File: config.mk
export PLATFORM = sky130hd
export DESIGN_NAME = lut_mesh_fabric
export DESIGN_NICKNAME = d
export VERILOG_FILES = /design/src/rtl/lut_mesh_pkg.sv /design/src/rtl/lut_mesh_cell.sv /design/src/rtl/lut_mesh_ctrl.sv /design/src/rtl/lut_mesh_datapath.sv /design/src/rtl/lut_mesh_fabric.sv
export SDC_FILE = /design/constraint.sdc
export NUM_CORES = 1
export LEC_CHECK = 0
export BUFFER_PORTS_ARGS = -buffer_cell sky130_fd_sc_hd__buf_2
export CORE_ASPECT_RATIO = 0.5
export CORE_MARGIN = 4
export CORE_UTILIZATION = 59
export CTS_CLUSTER_DIAMETER = 50
export DETAILED_ROUTE_END_ITERATION = 6
export PLACE_DENSITY = 0.75
export SLEW_MARGIN = 10
export SYNTH_ARGS = -nofsm -noshare
export SYNTH_HDL_FRONTEND = slang
export SYNTH_SLANG_ARGS = --single-unit
File: constraint.sdc
create_clock -name clk -period 13 [get_ports clk]
set_input_delay 1.3 -clock clk [delete_from_list [all_inputs] [get_ports clk]]
set_output_delay 1.3 -clock clk [all_outputs]
set_load 0.03 [all_outputs]
File: src/rtl/lut_mesh_pkg.sv
package lut_mesh_pkg;
  localparam int TRUTH_W = 16;
  localparam int MODE_W  = 2;
  localparam int CELL_W  = TRUTH_W + MODE_W;

  // Per-cell configuration slice, LSB first in the chain
  typedef struct packed {
    logic               selMode;
    logic               regMode;
    logic [TRUTH_W-1:0] truth;
  } cell_cfg_t;

  // Strobes from the load control to the datapath
  typedef struct packed {
    logic shift;
    logic finish;
    logic freeze;
  } strobe_t;
endpackage

File: src/rtl/lut_mesh_cell.sv
module lut_mesh_cell
  import lut_mesh_pkg::*;
(
  input  logic      clk,
  input  logic      rst,
  input  cell_cfg_t cfg,
  input  logic [3:0] nbr,
  input  logic      clear,
  input  logic      advance,
  output logic      y,
  output logic      q
);
  logic lutOut;

  always_comb begin
    if (cfg.selMode) lutOut = nbr[cfg.truth[1:0]];
    else             lutOut = cfg.truth[nbr];
  end

  always_ff @(posedge clk) begin
    if (rst || clear) q <= 1'b0;
    else if (advance) q <= lutOut;
  end

  assign y = cfg.regMode ? q : lutOut;
endmodule

File: src/rtl/lut_mesh_ctrl.sv
module lut_mesh_ctrl
  import lut_mesh_pkg::*;
#(
  parameter int TOTAL = 288
) (
  input  logic    clk,
  input  logic    rst,
  input  logic    cfgEn,
  output strobe_t stb,
  output logic    cfgDone
);
  localparam int CNT_W = $clog2(TOTAL);

  logic [CNT_W-1:0] shiftCnt;
  logic             lastShift;

  assign lastShift = cfgEn && (shiftCnt == CNT_W'(TOTAL - 1));

  always_ff @(posedge clk) begin
    if (rst) begin
      shiftCnt <= '0;
      cfgDone  <= 1'b0;
    end else begin
      cfgDone <= lastShift;
      if (lastShift)  shiftCnt <= '0;
      else if (cfgEn) shiftCnt <= shiftCnt + 1'b1;
    end
  end

  always_comb begin
    stb.shift  = cfgEn;
    stb.finish = lastShift;
    stb.freeze = cfgEn || (shiftCnt != '0);
  end
endmodule

File: src/rtl/lut_mesh_datapath.sv
module lut_mesh_datapath
  import lut_mesh_pkg::*;
#(
  parameter int ROWS = 4,
  parameter int COLS = 4
) (
  input  logic                 clk,
  input  logic                 rst,
  input  logic                 cfgBit,
  input  strobe_t              stb,
  input  logic [ROWS-1:0]      pIn,
  output logic [ROWS-1:0]      pOut,
  output logic [ROWS*COLS-1:0] qFlat
);
  localparam int CELLS   = ROWS * COLS;
  localparam int CHAIN_W = CELLS * CELL_W;

  logic [CHAIN_W-1:0] chain;
  logic               yArr [ROWS][COLS];
  logic               qArr [ROWS][COLS];
  logic [ROWS-1:0]    liveOut;
  logic [ROWS-1:0]    heldOut;

  // Serial load chain: newest bit enters at the top
  always_ff @(posedge clk) begin
    if (rst)            chain <= '0;
    else if (stb.shift) chain <= {cfgBit, chain[CHAIN_W-1:1]};
  end

  for (genvar r = 0; r < ROWS; r++) begin : g_row
    for (genvar c = 0; c < COLS; c++) begin : g_col
      localparam int K = r * COLS + c;
      logic       westIn;
      logic       northIn;
      logic [3:0] nbr;

      // Wrap-around paths always come from a register
      if (c == 0) begin : g_wwrap
        assign westIn = qArr[r][COLS-1];
      end else begin : g_wlink
        assign westIn = yArr[r][c-1];
      end
      if (r == 0) begin : g_nwrap
        assign northIn = qArr[ROWS-1][c];
      end else begin : g_nlink
        assign northIn = yArr[r-1][c];
      end

      assign nbr = {pIn[r], qArr[r][c], northIn, westIn};

      lut_mesh_cell u_cell (
        .clk     (clk),
        .rst     (rst),
        .cfg     (cell_cfg_t'(chain[K*CELL_W +: CELL_W])),
        .nbr     (nbr),
        .clear   (stb.finish),
        .advance (!stb.freeze),
        .y       (yArr[r][c]),
        .q       (qArr[r][c])
      );

      assign qFlat[K] = qArr[r][c];
    end
    assign liveOut[r] = yArr[r][COLS-1];
  end

  always_ff @(posedge clk) begin
    if (rst)              heldOut <= '0;
    else if (!stb.freeze) heldOut <= liveOut;
  end

  assign pOut = stb.freeze ? heldOut : liveOut;
endmodule

File: src/rtl/lut_mesh_fabric.sv
module lut_mesh_fabric
  import lut_mesh_pkg::*;
#(
  parameter int ROWS = 4,
  parameter int COLS = 4
) (
  input  logic            clk,
  input  logic            rst,
  input  logic            cfgEn,
  input  logic            cfgBit,
  input  logic [ROWS-1:0] pIn,
  output logic [ROWS-1:0] pOut,
  output logic            cfgDone
);
  localparam int TOTAL = ROWS * COLS * CELL_W;

  strobe_t              stb;
  logic [ROWS*COLS-1:0] qFlat;

  lut_mesh_ctrl #(.TOTAL(TOTAL)) u_ctrl (
    .clk     (clk),
    .rst     (rst),
    .cfgEn   (cfgEn),
    .stb     (stb),
    .cfgDone (cfgDone)
  );

  lut_mesh_datapath #(.ROWS(ROWS), .COLS(COLS)) u_dp (
    .clk    (clk),
    .rst    (rst),
    .cfgBit (cfgBit),
    .stb    (stb),
    .pIn    (pIn),
    .pOut   (pOut),
    .qFlat  (qFlat)
  );
endmodule

# After elaboration in Yosys (flattened, before gate mapping)
# Cells that the tools add are included.
[totals]
word_cells = 156
latch_bits = 0
mem_bits_ro = 0
register_bits = 318
mem_bits_rw = 0
mem_count = 0
[op_classes]
n_bitwise = 0
muxes = 97
n_div = 0
n_shift = 0
multipliers = 0
eq_ne = 1
n_lt_le_gt_ge = 32
n_addsub = 1
n_reduce_logical = 5
[ops]
columns = ["op", "count"]
rows = [
  ["4-bit by 5-bit < comparator with 1-bit output, second input constant", 16],
  ["1-bit binary-select mux with 4-bit select", 16],
  ["1-bit 2-to-1 mux", 64],
  ["2-bit by 3-bit < comparator with 1-bit output, second input constant", 16],
  ["1-bit binary-select mux with 2-bit select", 16],
  ["9-bit by 1-bit adder with 9-bit output, second input constant", 1],
  ["9-bit == test, second input constant", 1],
  ["9-bit nonzero test", 1],
  ["4-bit 2-to-1 mux", 1],
  ["1-bit logical OR", 2],
  ["2-bit OR reduction", 1],
  ["1-bit logical AND", 1],
]

# Longest topological paths before layout
# Gate-level depths: netlist of the first run.
[depth]
word_depth = 29
ltp_mapped = 27
mapped_depth_nobuf = 23

# Hierarchy
# A second synthesis of the first run with hierarchy kept.
[hier_totals]
cells_unflattened = 1425
area_unflattened_um2 = 15204.6
[by_module_without_submodules]
columns = ["module", "seq_area_each_um2", "n_inst", "area_per_inst_um2", "cells_per_inst"]
rows = [
  ["lut_mesh_datapath", 5845.6, 1, 10397.5, 948],
  ["lut_mesh_cell", 20.0, 16, 267.8, 26],
  ["lut_mesh_ctrl", 200.2, 1, 523.0, 61],
]

# Worst setup path before layout of the first run
# OpenSTA, ideal clock, no wires.
[synth_path]
path_kind = "input-to-output"
start = "input pIn[0]"
end = "output pOut[3]"
n_path_buf = 1
setup_slack_ps = 4367
cell_stages = 24
t_arrival_ps = 7333
cell_sequence = "mux2i_1 o22ai_1 or2_0 buf_2 nor3_2 mux2i_2 nand4_1 a31oi_4 nand3b_1 a31o_2 o21ai_2 mux4_2 nand2_1 a21oi_1 a311oi_2 nand2_1 mux4_2 mux2_2 or2_1 or3_1 a21oi_1 o211a_1 o2111ai_2 o21ai_1"
[synth_between]
elab_chain_cells = 29
word_cells_on_any_way = 97
classes_between = "97 x mux"
[synth_lines]
columns = ["element", "line_no", "text"]
rows = [
  ["start, declared", "lut_mesh_fabric.sv:11", "input logic [ROWS-1:0] pIn,"],
  ["1-bit binary-select mux with 4-bit select / 1-bit binary-select mux with 2-bit select (equally long branches)", "lut_mesh_cell.sv:17, lut_mesh_cell.sv:16", ""],
  ["1-bit 2-to-1 mux, on equally long branches", "lut_mesh_cell.sv:17, lut_mesh_cell.sv:16", ""],
  ["1-bit 2-to-1 mux", "lut_mesh_cell.sv:16", "if (cfg.selMode) lutOut = nbr[cfg.truth[1:0]];"],
  ["1-bit 2-to-1 mux", "lut_mesh_cell.sv:25", "assign y = cfg.regMode ? q : lutOut;"],
  ["1-bit binary-select mux with 4-bit select / 1-bit binary-select mux with 2-bit select (equally long branches)", "lut_mesh_cell.sv:17, lut_mesh_cell.sv:16", ""],
  ["1-bit 2-to-1 mux, on equally long branches", "lut_mesh_cell.sv:17, lut_mesh_cell.sv:16", ""],
  ["1-bit 2-to-1 mux", "lut_mesh_cell.sv:16", ""],
  ["1-bit 2-to-1 mux", "lut_mesh_cell.sv:25", ""],
  ["[13 not listed]", "--", ""],
  ["1-bit 2-to-1 mux, on equally long branches", "lut_mesh_cell.sv:17, lut_mesh_cell.sv:16", ""],
  ["1-bit 2-to-1 mux", "lut_mesh_cell.sv:16", ""],
  ["1-bit 2-to-1 mux", "lut_mesh_cell.sv:25", ""],
  ["1-bit binary-select mux with 4-bit select / 1-bit binary-select mux with 2-bit select (equally long branches)", "lut_mesh_cell.sv:17, lut_mesh_cell.sv:16", ""],
  ["1-bit 2-to-1 mux, on equally long branches", "lut_mesh_cell.sv:17, lut_mesh_cell.sv:16", ""],
  ["1-bit 2-to-1 mux *", "lut_mesh_cell.sv:16", ""],
  ["1-bit 2-to-1 mux *", "lut_mesh_cell.sv:25", ""],
  ["4-bit 2-to-1 mux *", "lut_mesh_datapath.sv:72", "assign pOut = stb.freeze ? heldOut : liveOut;"],
  ["end, declared", "lut_mesh_fabric.sv:12", "output logic [ROWS-1:0] pOut,"],
]
# Every way passes the cells marked *; elsewhere a longest branch is shown, timed or not. The select of a mux whose other input is x is not followed.

# Final worst setup path of the first run
# Same ends and word-level chain as after synthesis.

==> results_tabular.tex, run 1 <==
\begin{tabular}{lr}
\hline
Metric & Value \\
\hline
\multicolumn{2}{l}{\textbf{Logic synthesis}} \\
Mean Syn Cell Area & 9.32 um\^{}2 \\
Area of the mapped netlist & 0.0162 mm\^{}2 \\
Synthesized instance count & 1741 \\
Synth Net Count & 1751 \\
Synth Warn \# & 0 \\
Most common flop cell mapped by yosys & sky130\_fd\_sc\_hd\_\_dfxtp\_1 \\
Number of synthesized register bits & 318 \\
Sequential share of the synthesized area & 0.392 \\
Post-synthesis cell type count & 106 \\
Post-synth EDFFs & 0 \\
Async set or reset register ratio after synthesis & 0 \\
\multicolumn{2}{l}{\textbf{Clocking}} \\
Number of setup buffers added after CTS & 0 \\
Total clock buffers created by CTS & 28 \\
Clk pin slew, worst setup/hold paths & 0.07 ns \\
Latest clock arrival within the worst-skew pair & 0.57 ns \\
Number of buffers between clock root and the deepest sink & 3 \\
Number of gates resized after cts & 0 \\
Number of hold buffers added after cts & 0 \\
Sink count of the clock tree & 318 \\
CTS H-Tree Depth & 1 \\
Clock tree from TritonCTS & done \\
Root Driver & sky130\_fd\_sc\_hd\_\_clkbuf\_16 \\
\multicolumn{2}{l}{\textbf{STA}} \\
Final Skew & 0.0143 ns \\
RSZ-0062 raised after global routing & false \\
Fin crit share & 0.784 \\
Max Transition Viols Final & 0 \\
Relative slew slack & 0.158 \\
Peak Freq & 98.1 MHz \\
Total negative slack for setup checks & 0 ns \\
Final critical-path required period & 10.19 ns \\
Worst Hold Margin & 0.511 ns \\
Slew at the pin with the worst max-slew slack & 1.26 ns \\
Hold violation total from the final report & 0 \\
Number of setup violations in the final report & 0 \\
\multicolumn{2}{l}{\textbf{Setup path}} \\
Setup Crit Path Kind & input pin to output pin \\
Kind of start point of the critical path & input pin \\
Maximum fanout encountered on the critical timing path & 16 \\
Critical Path Sink Type & output pin \\
Worst EP arrival & 8.89 ns \\
Required time reported for the critical path endpoint & 11.70 ns \\
\multicolumn{2}{l}{\textbf{Pwr}} \\
Pleak & 6.92 nW \\
Pwr per Cell Area & 113 mW/mm\^{}2 \\
Peak VDD IR & 113 uV \\
\multicolumn{2}{l}{\textbf{Status}} \\
Result of the run & complete, no violations \\
\multicolumn{2}{l}{\textbf{GRT}} \\
Number of antenna violations at the first check in global routing & 0 \\
Largest net degree at the start of global routing & 107 \\
Via count of the first global-routing pass & 12000 \\
Overflow after GRT & 0 \\
Combined global-route utilization of all metal layers & 0.232 \\
Wire length of the first global-routing pass & 60.6 mm \\
\multicolumn{2}{l}{\textbf{Flow run}} \\
Max-capacitance violation count & 0 \\
\multicolumn{2}{l}{\textbf{Final layout}} \\
Total area of multi-input combinational cells & 0.00928 mm\^{}2 \\
Area taken by flip-flops and latches & 0.00637 mm\^{}2 \\
Post-synthesis to final-layout area growth & 6.36\% \\
Share of cells above drive strength 1 & 0.104 \\
Number of fill cells & 2145 \\
Number of diodes added for antenna fixing & 0 \\
Post-route core utilization & 0.645 \\
Net total in the final layout & 1689 \\
\multicolumn{2}{l}{\textbf{Routing}} \\
Routed WL per cell & 17.6 um \\
Post-detailed-route DRC marker count & 0 \\
Antenna Violating Nets Remaining & 0 \\
DR iter-0 viols & 1078 \\
Routed vias & 12500 \\
Detail-routed via count per cell & 6.11 \\
Number of search-and-repair iterations in the first detailed-routing pass & 5 \\
Wirelength, routed & 36.0 mm \\
\multicolumn{2}{l}{\textbf{Floorplanning}} \\
Count of pins on the block boundary & 13 \\
Die Width & 243 um \\
Number of core rows & 42 \\
Core Footprint & 0.0267 mm\^{}2 \\
Die Ht & 125 um \\
Starting density of the core & 0.607 \\
DIE AREA & 0.0304 mm\^{}2 \\
\multicolumn{2}{l}{\textbf{Hold path}} \\
Worst hold path type & register to register \\
\multicolumn{2}{l}{\textbf{Placed design}} \\
RePlAce Congestion & 0.896 \\
Detail Placement HPWL & 24.3 mm \\
Number of buffer cells added on primary ports & 12 \\
\hline
\end{tabular}
## path summary, 6_finish.rpt
kind / from / to / slack, ns / cells past startpoint
hold reg to reg: u_dp.chain[58] / u_dp.chain[57] / 0.51 / 2
setup reg to reg: u_dp.g_row[0].g_col[3].u_cell.q / u_dp.g_row[3].g_col[3].u_cell.q / 4.89 / 23
hold / removal: u_dp.chain[58] / u_dp.chain[57] / 0.51 / 2
setup / recovery: pIn[0] / pOut[3] / 2.81 / 25
## stage by stage
| step | instances | total power, mW | worst slack [ns] | area, um^2 |
|---|---|---|---|---|
| after CTS | 2050 | 1.97 | 2.98 | 17300 |
| after floorplan | 1741 | 1.12 | 4.37 | 16200 |
| final | 2050 | 1.96 | 2.81 | 17300 |
| after detailed placement | 2001 | 1.15 | 3.06 | 16400 |
| after global routing | 2050 | 2.03 | 2.13 | 17300 |
| after global placement | 2001 | 1.15 | 3.43 | 16400 |
## critical path: stages
cell	delay, ns
sky130_fd_sc_hd__buf_2	0.27
sky130_fd_sc_hd__mux2i_1	0.16
sky130_fd_sc_hd__o22ai_1	0.27
sky130_fd_sc_hd__or2_0	0.42
sky130_fd_sc_hd__a21boi_0	0.32
sky130_fd_sc_hd__and3_1	0.33
sky130_fd_sc_hd__or4_1	0.49
sky130_fd_sc_hd__a32oi_2	0.31
sky130_fd_sc_hd__a31o_1	0.48
sky130_fd_sc_hd__mux2i_1	0.24
sky130_fd_sc_hd__nand2_1	0.08
sky130_fd_sc_hd__a221o_1	0.40
sky130_fd_sc_hd__a31oi_4	0.35
sky130_fd_sc_hd__nor4bb_1	0.41
sky130_fd_sc_hd__a211oi_2	0.10
sky130_fd_sc_hd__a311oi_1	0.40
sky130_fd_sc_hd__nor2_1	0.20
sky130_fd_sc_hd__a2111oi_0	0.58
sky130_fd_sc_hd__o311ai_1	0.34
sky130_fd_sc_hd__a21boi_1	0.43
sky130_fd_sc_hd__nor2_1	0.12
sky130_fd_sc_hd__a311oi_1	0.32
sky130_fd_sc_hd__o2111ai_2	0.18
sky130_fd_sc_hd__o21ai_1	0.15
sky130_fd_sc_hd__buf_2	0.21
## placed cells by master (no fill, tap or decap), types with 24 or more instances in the layout
master	count
sky130_fd_sc_hd__clkbuf_16	28
sky130_fd_sc_hd__nor2_1	369
sky130_fd_sc_hd__mux2i_1	353
sky130_fd_sc_hd__nand3_1	30
sky130_fd_sc_hd__nor2b_1	25
sky130_fd_sc_hd__a21oi_1	37
sky130_fd_sc_hd__o21ai_0	38
sky130_fd_sc_hd__inv_1	30
sky130_fd_sc_hd__dfxtp_1	318
sky130_fd_sc_hd__mux4_2	31
sky130_fd_sc_hd__mux2_2	24
sky130_fd_sc_hd__nand2_1	81
## layout make-up
cell class,instances,share of cell area
clock buffer,37,0.0454
sequential,318,0.369
clock inverter,12,0.00681
multi-input combinational,1278,0.538
tap,352,0.0255
inverter,30,0.00652
timing repair buffer,23,0.00935
## cell usage after synthesis, types with 4 or more instances
cell type                  instances  area share
sky130_fd_sc_hd__nor3_2            4      0.0025
sky130_fd_sc_hd__buf_1            35      0.0081
sky130_fd_sc_hd__or3_1             6      0.0023
sky130_fd_sc_hd__a31o_2            8      0.0043
sky130_fd_sc_hd__a311oi_1          9      0.0049
sky130_fd_sc_hd__a21boi_0          4      0.0019
sky130_fd_sc_hd__a211oi_1         13      0.0060
sky130_fd_sc_hd__nor3b_1           6      0.0028
sky130_fd_sc_hd__and2_1           13      0.0050
sky130_fd_sc_hd__mux2i_1         353        0.22
sky130_fd_sc_hd__a22oi_1           6      0.0028
sky130_fd_sc_hd__inv_1            30      0.0069
sky130_fd_sc_hd__nand2b_1         16      0.0062
sky130_fd_sc_hd__o21ai_0          38       0.012
sky130_fd_sc_hd__nor2_1          369       0.085
sky130_fd_sc_hd__nand2_1          81       0.019
sky130_fd_sc_hd__and3_1            8      0.0031
sky130_fd_sc_hd__clkbuf_1         72       0.017
sky130_fd_sc_hd__nand3_1          30      0.0092
sky130_fd_sc_hd__nor2b_1          25      0.0096
sky130_fd_sc_hd__o31ai_1           4      0.0019
sky130_fd_sc_hd__o211ai_1         10      0.0046
sky130_fd_sc_hd__a311o_1           5      0.0031
sky130_fd_sc_hd__mux2_2           24       0.017
sky130_fd_sc_hd__nand3b_1          7      0.0032
sky130_fd_sc_hd__a21oi_1          37       0.011
sky130_fd_sc_hd__dfxtp_1         318        0.39
sky130_fd_sc_hd__xor2_1            4      0.0022
sky130_fd_sc_hd__nand4_1          11      0.0042
sky130_fd_sc_hd__buf_6             4      0.0028
sky130_fd_sc_hd__a31oi_1          15      0.0058
sky130_fd_sc_hd__or4_1             4      0.0019
sky130_fd_sc_hd__nor3_1           22      0.0068
sky130_fd_sc_hd__o41ai_1           4      0.0022
sky130_fd_sc_hd__o22ai_1           5      0.0019
sky130_fd_sc_hd__mux4_2           31       0.043
## power breakdown
group / internal [mW] / switching (mW) / leakage (nW)
clock network: 0.447 / 0.377 / 0.452
logic: 0.0542 / 0.0890 / 3.91
registers: 0.978 / 0.0102 / 2.56
## metal layers
| metal | global-route usage | part of all wire |
|---|---|---|
| met1 | 0.337 | 0.48 |
| met2 | 0.375 | 0.45 |
| met3 | 0.0355 | 0.055 |
| met4 | 0.0380 | 0.012 |
| met5 | 0 | 0 |
## state kept, by name, indices dropped and copies added (netlist names)
| register | flops |
|---|---|
| u_dp.g_row.g_col.u_cell.q | 16 |
| u_ctrl.cfgDone | 1 |
| u_ctrl.shiftCnt | 9 |
| u_dp.chain | 288 |
| u_dp.heldOut | 4 |
## kinds of logic after synthesis
group | share of synthesized area
mux | 0.280
fa+ha+maj | 0.00154
xor+xnor | 0.00378
simple gates | 0.178
compound gates | 0.108
buf+inv | 0.0360
flops | 0.392
(Power assumes the default switching activity.)
==> run 2, diff against run 1 <==
--- a/config.mk
+++ b/config.mk
@@ -5,13 +5,14 @@
 export SDC_FILE = /design/constraint.sdc
 export NUM_CORES = 1
 export LEC_CHECK = 0
+export ABC_AREA = 1
 export BUFFER_PORTS_ARGS = -buffer_cell sky130_fd_sc_hd__buf_2
 export CORE_ASPECT_RATIO = 0.5
 export CORE_MARGIN = 4
-export CORE_UTILIZATION = 59
+export CORE_UTILIZATION = 57
 export CTS_CLUSTER_DIAMETER = 50
 export DETAILED_ROUTE_END_ITERATION = 6
-export PLACE_DENSITY = 0.75
+export PLACE_DENSITY = 0.76
 export SLEW_MARGIN = 10
 export SYNTH_ARGS = -nofsm -noshare
 export SYNTH_HDL_FRONTEND = slang
==> constraint.sdc (replaced) <==
create_clock -name clk -period 8.2 [get_ports clk]
set_input_delay 0.82 -clock clk [delete_from_list [all_inputs] [get_ports clk]]
set_output_delay 0.82 -clock clk [all_outputs]
set_load 0.03 [all_outputs]
==> run 2 against run 1 <==
Compared with the run above: hold slack worse by 0.036 ns; synthesized cell count up 23%; critical path depth up 31; clock-buffer cell count up 4; first-iteration DRC count up 19%; combinational power rose to 5.5 times the previous value; critical path type is now register to output pin; largest power group unchanged.
==> results_tabular.tex, run 2 <==
\begin{tabular}{lr}
\hline
Metric & Value \\
\hline
\multicolumn{2}{l}{\textbf{Hold path}} \\
Worst hold path stage count & 2 \\
Worst hold path type & register to register \\
\multicolumn{2}{l}{\textbf{Floorplanning}} \\
Count of pins on the block boundary & 13 \\
Number of core rows & 41 \\
Die Width & 235 um \\
DIE AREA & 0.0287 mm\^{}2 \\
Die Ht & 122 um \\
Starting density of the core & 0.582 \\
Core Footprint & 0.0253 mm\^{}2 \\
\multicolumn{2}{l}{\textbf{Final layout}} \\
Net total in the final layout & 2081 \\
Share of cells above drive strength 1 & 0.0569 \\
Post-synthesis to final-layout area growth & 7.64\% \\
Top library cells by usage in the layout, fill and taps aside & sky130\_fd\_sc\_hd\_\_nand2\_1, sky130\_fd\_sc\_hd\_\_nor2\_1, sky130\_fd\_sc\_hd\_\_dfxtp\_1, sky130\_fd\_sc\_hd\_\_o21ai\_0, sky130\_fd\_sc\_hd\_\_nand3\_1 \\
Top register by number of flip-flops & u\_dp.chain \\
Number of diodes added for antenna fixing & 0 \\
Number of fill cells & 2329 \\
Leading registers by flop count & u\_dp.chain (288), u\_dp.g\_row.g\_col.u\_cell.q (16), u\_ctrl.shiftCnt (9) \\
Most common cell after layout, fill and taps aside & sky130\_fd\_sc\_hd\_\_nand2\_1 \\
Max FFs per register & 288 \\
\multicolumn{2}{l}{\textbf{Routing}} \\
Routed WL per cell & 14.6 um \\
Wirelength, routed & 35.6 mm \\
DR iter-0 viols & 1280 \\
Post-detailed-route DRC marker count & 0 \\
Number of search-and-repair iterations in the first detailed-routing pass & 6 \\
Routed vias & 13500 \\
Antenna Violating Nets Remaining & 0 \\
Detail-routed via count per cell & 5.55 \\
\multicolumn{2}{l}{\textbf{Logic synthesis}} \\
Top-count cell post-synth & sky130\_fd\_sc\_hd\_\_nand2\_1 \\
Post-synth EDFFs & 0 \\
Ranking of synthesized cells by area & sky130\_fd\_sc\_hd\_\_dfxtp\_1, sky130\_fd\_sc\_hd\_\_o21ai\_0, sky130\_fd\_sc\_hd\_\_nand2\_1, sky130\_fd\_sc\_hd\_\_nor2\_1, sky130\_fd\_sc\_hd\_\_nand3\_1 \\
Synth Warn \# & 0 \\
Most common flop cell mapped by yosys & sky130\_fd\_sc\_hd\_\_dfxtp\_1 \\
Synth Net Count & 2151 \\
Most used standard cells in the synthesized netlist & sky130\_fd\_sc\_hd\_\_nand2\_1, sky130\_fd\_sc\_hd\_\_nor2\_1, sky130\_fd\_sc\_hd\_\_dfxtp\_1, sky130\_fd\_sc\_hd\_\_o21ai\_0, sky130\_fd\_sc\_hd\_\_nand3\_1 \\
Number of synthesized register bits & 318 \\
Sequential share of the synthesized area & 0.432 \\
Post-synthesis cell type count & 35 \\
Area of the mapped netlist & 0.0147 mm\^{}2 \\
Async set or reset register ratio after synthesis & 0 \\
Mean Syn Cell Area & 6.89 um\^{}2 \\
Synthesized instance count & 2141 \\
Share of the synthesized area in the top cell type & 0.432 \\
Cell accounting for the most synthesized area & sky130\_fd\_sc\_hd\_\_dfxtp\_1 \\
\multicolumn{2}{l}{\textbf{STA}} \\
Worst Hold Margin & 0.476 ns \\
Peak Freq & 133 MHz \\
Relative slew slack & 0.227 \\
Slew at the pin with the worst max-slew slack & 1.16 ns \\
Fin crit share & 0.920 \\
Hold violation total from the final report & 0 \\
Max Transition Viols Final & 0 \\
Number of setup violations in the final report & 0 \\
Final critical-path required period & 7.55 ns \\
Final Skew & 0.0123 ns \\
\multicolumn{2}{l}{\textbf{Pwr}} \\
Pleak & 6.77 nW \\
Clock Power Share & 0.368 \\
Power consumption & 4.00 mW \\
Peak VDD IR & 165 uV \\
Internal power component & 2.79 mW \\
NetSw & 1.21 mW \\
Combinational share of power & 0.197 \\
Switching power as a share of total power & 0.303 \\
Pwr per Cell Area & 252 mW/mm\^{}2 \\
Sequential fraction of design power & 0.435 \\
\multicolumn{2}{l}{\textbf{Status}} \\
Result of the run & complete, no violations \\
\multicolumn{2}{l}{\textbf{Flow run}} \\
Max-capacitance violation count & 0 \\
\multicolumn{2}{l}{\textbf{Clocking}} \\
Number of hold buffers added after cts & 0 \\
CTS H-Tree Depth & 1 \\
Total clock buffers created by CTS & 28 \\
Clock tree from TritonCTS & done \\
Number of buffers between clock root and the deepest sink & 3 \\
Number of setup buffers added after CTS & 0 \\
Clk pin slew, worst setup/hold paths & 0.07 ns \\
Latest clock arrival within the worst-skew pair & 0.55 ns \\
Number of gates resized after cts & 0 \\
Sink count of the clock tree & 318 \\
Root Driver & sky130\_fd\_sc\_hd\_\_clkbuf\_16 \\
\multicolumn{2}{l}{\textbf{GRT}} \\
Overflow after GRT & 0 \\
Number of antenna violations at the first check in global routing & 0 \\
Wire length of the first global-routing pass & 58.3 mm \\
Combined global-route utilization of all metal layers & 0.238 \\
Largest net degree at the start of global routing & 175 \\
Via count of the first global-routing pass & 11600 \\
\multicolumn{2}{l}{\textbf{Placed design}} \\
Detail Placement HPWL & 22.8 mm \\
Number of buffer cells added on primary ports & 12 \\
RePlAce Congestion & 0.894 \\
\multicolumn{2}{l}{\textbf{Setup path}} \\
Kind of start point of the critical path & register \\
Critical Path Sink Type & output pin \\
Worst EP arrival & 6.73 ns \\
Reg2Reg Depth & 54 \\
Library cell contributing the largest single delay on the critical path & sky130\_fd\_sc\_hd\_\_dfxtp\_2 \\
Required time reported for the critical path endpoint & 7.38 ns \\
Setup Crit Path Kind & register to output pin \\
Crit path largest cell delay & 0.37 ns \\
Maximum fanout encountered on the critical timing path & 13 \\
\hline
\end{tabular}
-- run 2: cell count changes after synthesis, moves of 24 or more --
cell and change:
sky130_fd_sc_hd__a21oi_1 +134, sky130_fd_sc_hd__buf_1 -30, sky130_fd_sc_hd__clkbuf_1 +30, sky130_fd_sc_hd__inv_1 +114, sky130_fd_sc_hd__mux2_2 -24, sky130_fd_sc_hd__mux2i_1 -329
sky130_fd_sc_hd__mux4_2 -31, sky130_fd_sc_hd__nand2_1 +306, sky130_fd_sc_hd__nand3_1 +177, sky130_fd_sc_hd__nor2b_1 -25, sky130_fd_sc_hd__o21ai_0 +276
-- run 2: logic make-up after synthesis --
| family | after synthesis | synth area share |
|---|---|---|
| and+or+nand+nor | 1005 | 0.296 |
| AOI/OAI and AO/OA | 514 | 0.178 |
| DFF | 318 | 0.432 |
| buffers and inverters | 275 | 0.0744 |
| muxes | 24 | 0.0163 |
| xor gates and xnor gates | 3 | 0.00178 |
| adders and majority gates | 2 | 0.00170 |
-- run 2: worst max-delay path: cells and delay by family (launching register included) --
family,cells,cell delay [ns]
and+or+nand+nor,54,5.43
buffers and inverters,2,0.39
DFF,1,0.37
-- run 2: layout make-up --
type | count | area (um^2) | area share
Timing Repair Buffer | 22 | 145 | 0.00914
Tap cell | 344 | 430 | 0.0271
Sequential cell | 318 | 6370 | 0.401
Clock inverter | 10 | 205 | 0.0129
Inverter | 153 | 584 | 0.0368
Clock buffer | 41 | 821 | 0.0517
Multi-Input combinational cell | 1548 | 7320 | 0.461
-- run 2: per-stage QoR --
step | utilization | setup TNS (ns) | setup WS [ns] | cells | area, um^2
after floorplan | - | 0 | 2.10 | 2141 | 14700
after detailed placement | 0.585 | 0 | 0.495 | 2385 | 14800
final | 0.626 | 0 | 0.654 | 2436 | 15900
after global placement | 0.585 | 0 | 0.575 | 2385 | 14800
after global routing | 0.626 | -0.00490 | -0.00490 | 2436 | 15900
after CTS | 0.625 | 0 | 0.297 | 2436 | 15800
-- run 2: worst paths after layout --
path | start | end | slack, ns
setup / recovery | u_dp.g_row[0].g_col[3].u_cell.q | pOut[3] | 0.65
hold / removal | u_dp.chain[61] | u_dp.chain[60] | 0.48
setup reg to reg | u_dp.g_row[0].g_col[3].u_cell.q | u_dp.heldOut[3] | 2.09
hold reg to reg | u_dp.chain[61] | u_dp.chain[60] | 0.48
-- run 2: power groups by stage --
stage | logic, mW | clock network [mW] | registers, mW
finish | 0.787 | 1.47 | 1.74
global route | 0.894 | 1.56 | 1.75
CTS | 0.775 | 1.49 | 1.73
detailed placement | 0.770 | 0 | 1.77
global placement | 0.764 | 0 | 1.77
floorplan | 0.635 | 0 | 1.73
-- run 2: metal layers --
metal	GRT usage	routed length, um
met5	0	0
met3	0.0366	1920
met1	0.359	17900
met2	0.367	15200
met4	0.0473	624
==> run 3, diff against run 2 <==
--- a/config.mk
+++ b/config.mk
@@ -9,11 +9,11 @@
 export BUFFER_PORTS_ARGS = -buffer_cell sky130_fd_sc_hd__buf_2
 export CORE_ASPECT_RATIO = 0.5
 export CORE_MARGIN = 4
-export CORE_UTILIZATION = 57
+export CORE_UTILIZATION = 30
 export CTS_CLUSTER_DIAMETER = 50
 export DETAILED_ROUTE_END_ITERATION = 6
-export PLACE_DENSITY = 0.76
 export SLEW_MARGIN = 10
 export SYNTH_ARGS = -nofsm -noshare
 export SYNTH_HDL_FRONTEND = slang
+export SYNTH_HIERARCHICAL = 1
 export SYNTH_SLANG_ARGS = --single-unit
==> constraint.sdc (replaced) <==
create_clock -name clk -period 6.1 [get_ports clk]
set_input_delay 0.61 -clock clk [delete_from_list [all_inputs] [get_ports clk]]
set_output_delay 0.61 -clock clk [all_outputs]
set_load 0.03 [all_outputs]
==> run 3 against run 2 <==
Compared with the run above: the run now ends with setup timing left; utilization down 28 points; combinational power increased by 68%; total power up 45%; largest power group unchanged; clock power increased by 44%; largest cell class unchanged; critical path depth is 11 higher; sequential power rose by 35%; worst setup slack worse by 2.0 ns.
==> results_tabular.tex, run 3 <==
\begin{tabular}{lr}
\hline
Metric & Value \\
\hline
\multicolumn{2}{l}{\textbf{Status}} \\
Result of the run & finished with violations \\
Failing checks & setup timing \\
\multicolumn{2}{l}{\textbf{Floorplanning}} \\
Number of core rows & 58 \\
Core Footprint & 0.0503 mm\^{}2 \\
Starting density of the core & 0.304 \\
DIE AREA & 0.0548 mm\^{}2 \\
Die Width & 327 um \\
Die Ht & 168 um \\
Count of pins on the block boundary & 13 \\
\multicolumn{2}{l}{\textbf{Clocking}} \\
Sink count of the clock tree & 318 \\
CTS H-Tree Depth & 2 \\
Total clock buffers created by CTS & 36 \\
Number of buffers between clock root and the deepest sink & 3 \\
Number of hold buffers added after cts & 0 \\
Root Driver & sky130\_fd\_sc\_hd\_\_clkbuf\_16 \\
Clock tree from TritonCTS & done \\
Latest clock arrival within the worst-skew pair & 0.52 ns \\
Clk pin slew, worst setup/hold paths & 0.06 ns \\
\multicolumn{2}{l}{\textbf{Routing}} \\
Wirelength, routed & 34.7 mm \\
Number of search-and-repair iterations in the first detailed-routing pass & 5 \\
Post-detailed-route DRC marker count & 0 \\
Routed vias & 13400 \\
DR iter-0 viols & 1016 \\
Detail-routed via count per cell & 4.61 \\
Routed WL per cell & 11.9 um \\
Antenna Violating Nets Remaining & 0 \\
\multicolumn{2}{l}{\textbf{STA}} \\
Final critical-path required period & 7.40 ns \\
Smallest setup slack after layout & -1.30 ns \\
Fin crit share & 1.21 \\
Hold violation total from the final report & 0 \\
RSZ-0062 raised after global routing & true \\
Max Transition Viols Final & 0 \\
Slew at the pin with the worst max-slew slack & 1.13 ns \\
Peak Freq & 135 MHz \\
Total negative slack for setup checks & -2.47 ns \\
Final Skew & 0.0126 ns \\
Number of setup violations in the final report & 5 \\
Relative slew slack & 0.248 \\
\multicolumn{2}{l}{\textbf{Final layout}} \\
Area of all placed cells without fillers & 0.0176 mm\^{}2 \\
Number of fill cells & 5291 \\
Max FFs per register & 288 \\
Most common cell after layout, fill and taps aside & sky130\_fd\_sc\_hd\_\_nor2\_1 \\
Number of diodes added for antenna fixing & 0 \\
Post-synthesis to final-layout area growth & 14.9\% \\
Share of cells above drive strength 1 & 0.164 \\
Net total in the final layout & 2210 \\
Leading registers by flop count & u\_dp/chain (288), u\_dp/g\_row.g\_col.u\_cell/q (16), u\_ctrl/shiftCnt (9) \\
Top library cells by usage in the layout, fill and taps aside & sky130\_fd\_sc\_hd\_\_nor2\_1, sky130\_fd\_sc\_hd\_\_nand2\_1, sky130\_fd\_sc\_hd\_\_o21ai\_0, sky130\_fd\_sc\_hd\_\_dfxtp\_1, sky130\_fd\_sc\_hd\_\_nand3\_1 \\
Top register by number of flip-flops & u\_dp/chain \\
\multicolumn{2}{l}{\textbf{Placed design}} \\
Detail Placement HPWL & 20.7 mm \\
RePlAce Congestion & 0.817 \\
Cell area reported after detailed placement & 0.0163 mm\^{}2 \\
Number of buffer cells added on primary ports & 12 \\
\multicolumn{2}{l}{\textbf{Setup path}} \\
Setup Crit Path Kind & register to output pin \\
Crit path largest cell delay & 0.40 ns \\
Worst EP arrival & 6.79 ns \\
Reg-to-Reg End & u\_dp/heldOut[3] \\
Critical Path Sink Type & output pin \\
Maximum fanout encountered on the critical timing path & 11 \\
Crit path buf inv count & 12 \\
Kind of start point of the critical path & register \\
Required time reported for the critical path endpoint & 5.49 ns \\
Cell family contributing the most delay on the critical path & simple AND/OR/NAND/NOR gates \\
Start of the worst register-to-register path & u\_dp/g\_row[0].g\_col[3].u\_cell/q \\
Library cell contributing the largest single delay on the critical path & sky130\_fd\_sc\_hd\_\_dfxtp\_4 \\
Cell occurring most often along the worst timing path & sky130\_fd\_sc\_hd\_\_nand2\_1 \\
Reg2Reg Depth & 66 \\
Register-to-Register Setup Slack & -0.16 ns \\
\multicolumn{2}{l}{\textbf{GRT}} \\
Combined global-route utilization of all metal layers & 0.126 \\
Largest net degree at the start of global routing & 243 \\
Wire length of the first global-routing pass & 60.6 mm \\
Overflow after GRT & 0 \\
Number of antenna violations at the first check in global routing & 0 \\
Via count of the first global-routing pass & 12500 \\
\multicolumn{2}{l}{\textbf{Pwr}} \\
Pleak & 7.33 nW \\
Pwr per Cell Area & 330 mW/mm\^{}2 \\
Peak VDD IR & 154 uV \\
Power consumption & 5.79 mW \\
\multicolumn{2}{l}{\textbf{Logic synthesis}} \\
Area of the mapped netlist & 0.0153 mm\^{}2 \\
Mean Syn Cell Area & 7.02 um\^{}2 \\
Synth Net Count & 2186 \\
Synth Warn \# & 6 \\
Synthesized instance count & 2176 \\
\multicolumn{2}{l}{\textbf{Hold path}} \\
Worst hold path type & input pin to register \\
Worst hold path stage count & 3 \\
WHS Endpoint & u\_dp/chain[287] \\
Min-Delay Startpoint & cfgBit \\
\multicolumn{2}{l}{\textbf{Flow run}} \\
Max-capacitance violation count & 0 \\
\hline
\end{tabular}
## run 3: through the flow
stage	util	std cells	hold WS (ns)	setup WS, ns
final	0.349	2914	0.330	-1.30
after global routing	0.349	2914	0.357	-2.05
after CTS	0.349	2914	0.315	-1.37
after detailed placement	0.324	2850	0.491	-1.05
after global placement	0.324	2850	0.490	-1.03
after floorplan	-	2176	0.470	-0.185
## run 3: worst register-to-register path, delay by kind of cell, from the launching register on
kind                   cells  cell delay [ns]
flip-flops                 1             0.40
buffers and inverters     10             1.23
AO/OA/AOI/OAI              7             1.21
AND/OR/NAND/NOR           49             3.29
## run 3: layer usage
metal  vias to the layer above  GRT usage  routed length, um  share of wire
met3                        35     0.0199               1130          0.032
li1                       7096          -                  -              -
met4                         0     0.0270                471          0.014
met5                         -          0                  0              0
met1                      6154      0.174              17800           0.51
met2                       155      0.210              15400           0.44
## run 3: how the worst max path moves through the flow
stage                                         start  endpoint  depth (start not counted)
detailed placement                           pIn[0]   pOut[3]                         64
finish              u_dp/g_row[0].g_col[3].u_cell/q   pOut[3]                         67
CTS                 u_dp/g_row[0].g_col[3].u_cell/q   pOut[3]                         68
global route        u_dp/g_row[0].g_col[3].u_cell/q   pOut[3]                         67
floorplan           u_dp/g_row[0].g_col[3].u_cell/q   pOut[3]                         64
global placement                             pIn[0]   pOut[3]                         64
## run 3: layout make-up
class / count / area, um^2 / area share
clock buffers: 47 / 1020 / 0.0583
clock inverters: 15 / 129 / 0.00734
inverters: 110 / 551 / 0.0314
multi-input cells: 1636 / 7720 / 0.440
flip-flops and latches: 318 / 6370 / 0.363
well taps: 690 / 863 / 0.0492
repair buffers: 98 / 898 / 0.0512
## run 3: timing repair
action | CTS | global route
setup buffers | 2 | 0
resized for setup | 16 | 6
pin swaps | 2 | 0
setup endpoints to repair | 5 | 6
## run 3: report_power, final
group / leakage, nW / internal (mW) / switching [mW] / total, mW
combinational: 4.13 / 0.551 / 0.767 / 1.32
sequential: 2.63 / 2.21 / 0.140 / 2.35
clock: 0.578 / 1.24 / 0.884 / 2.12
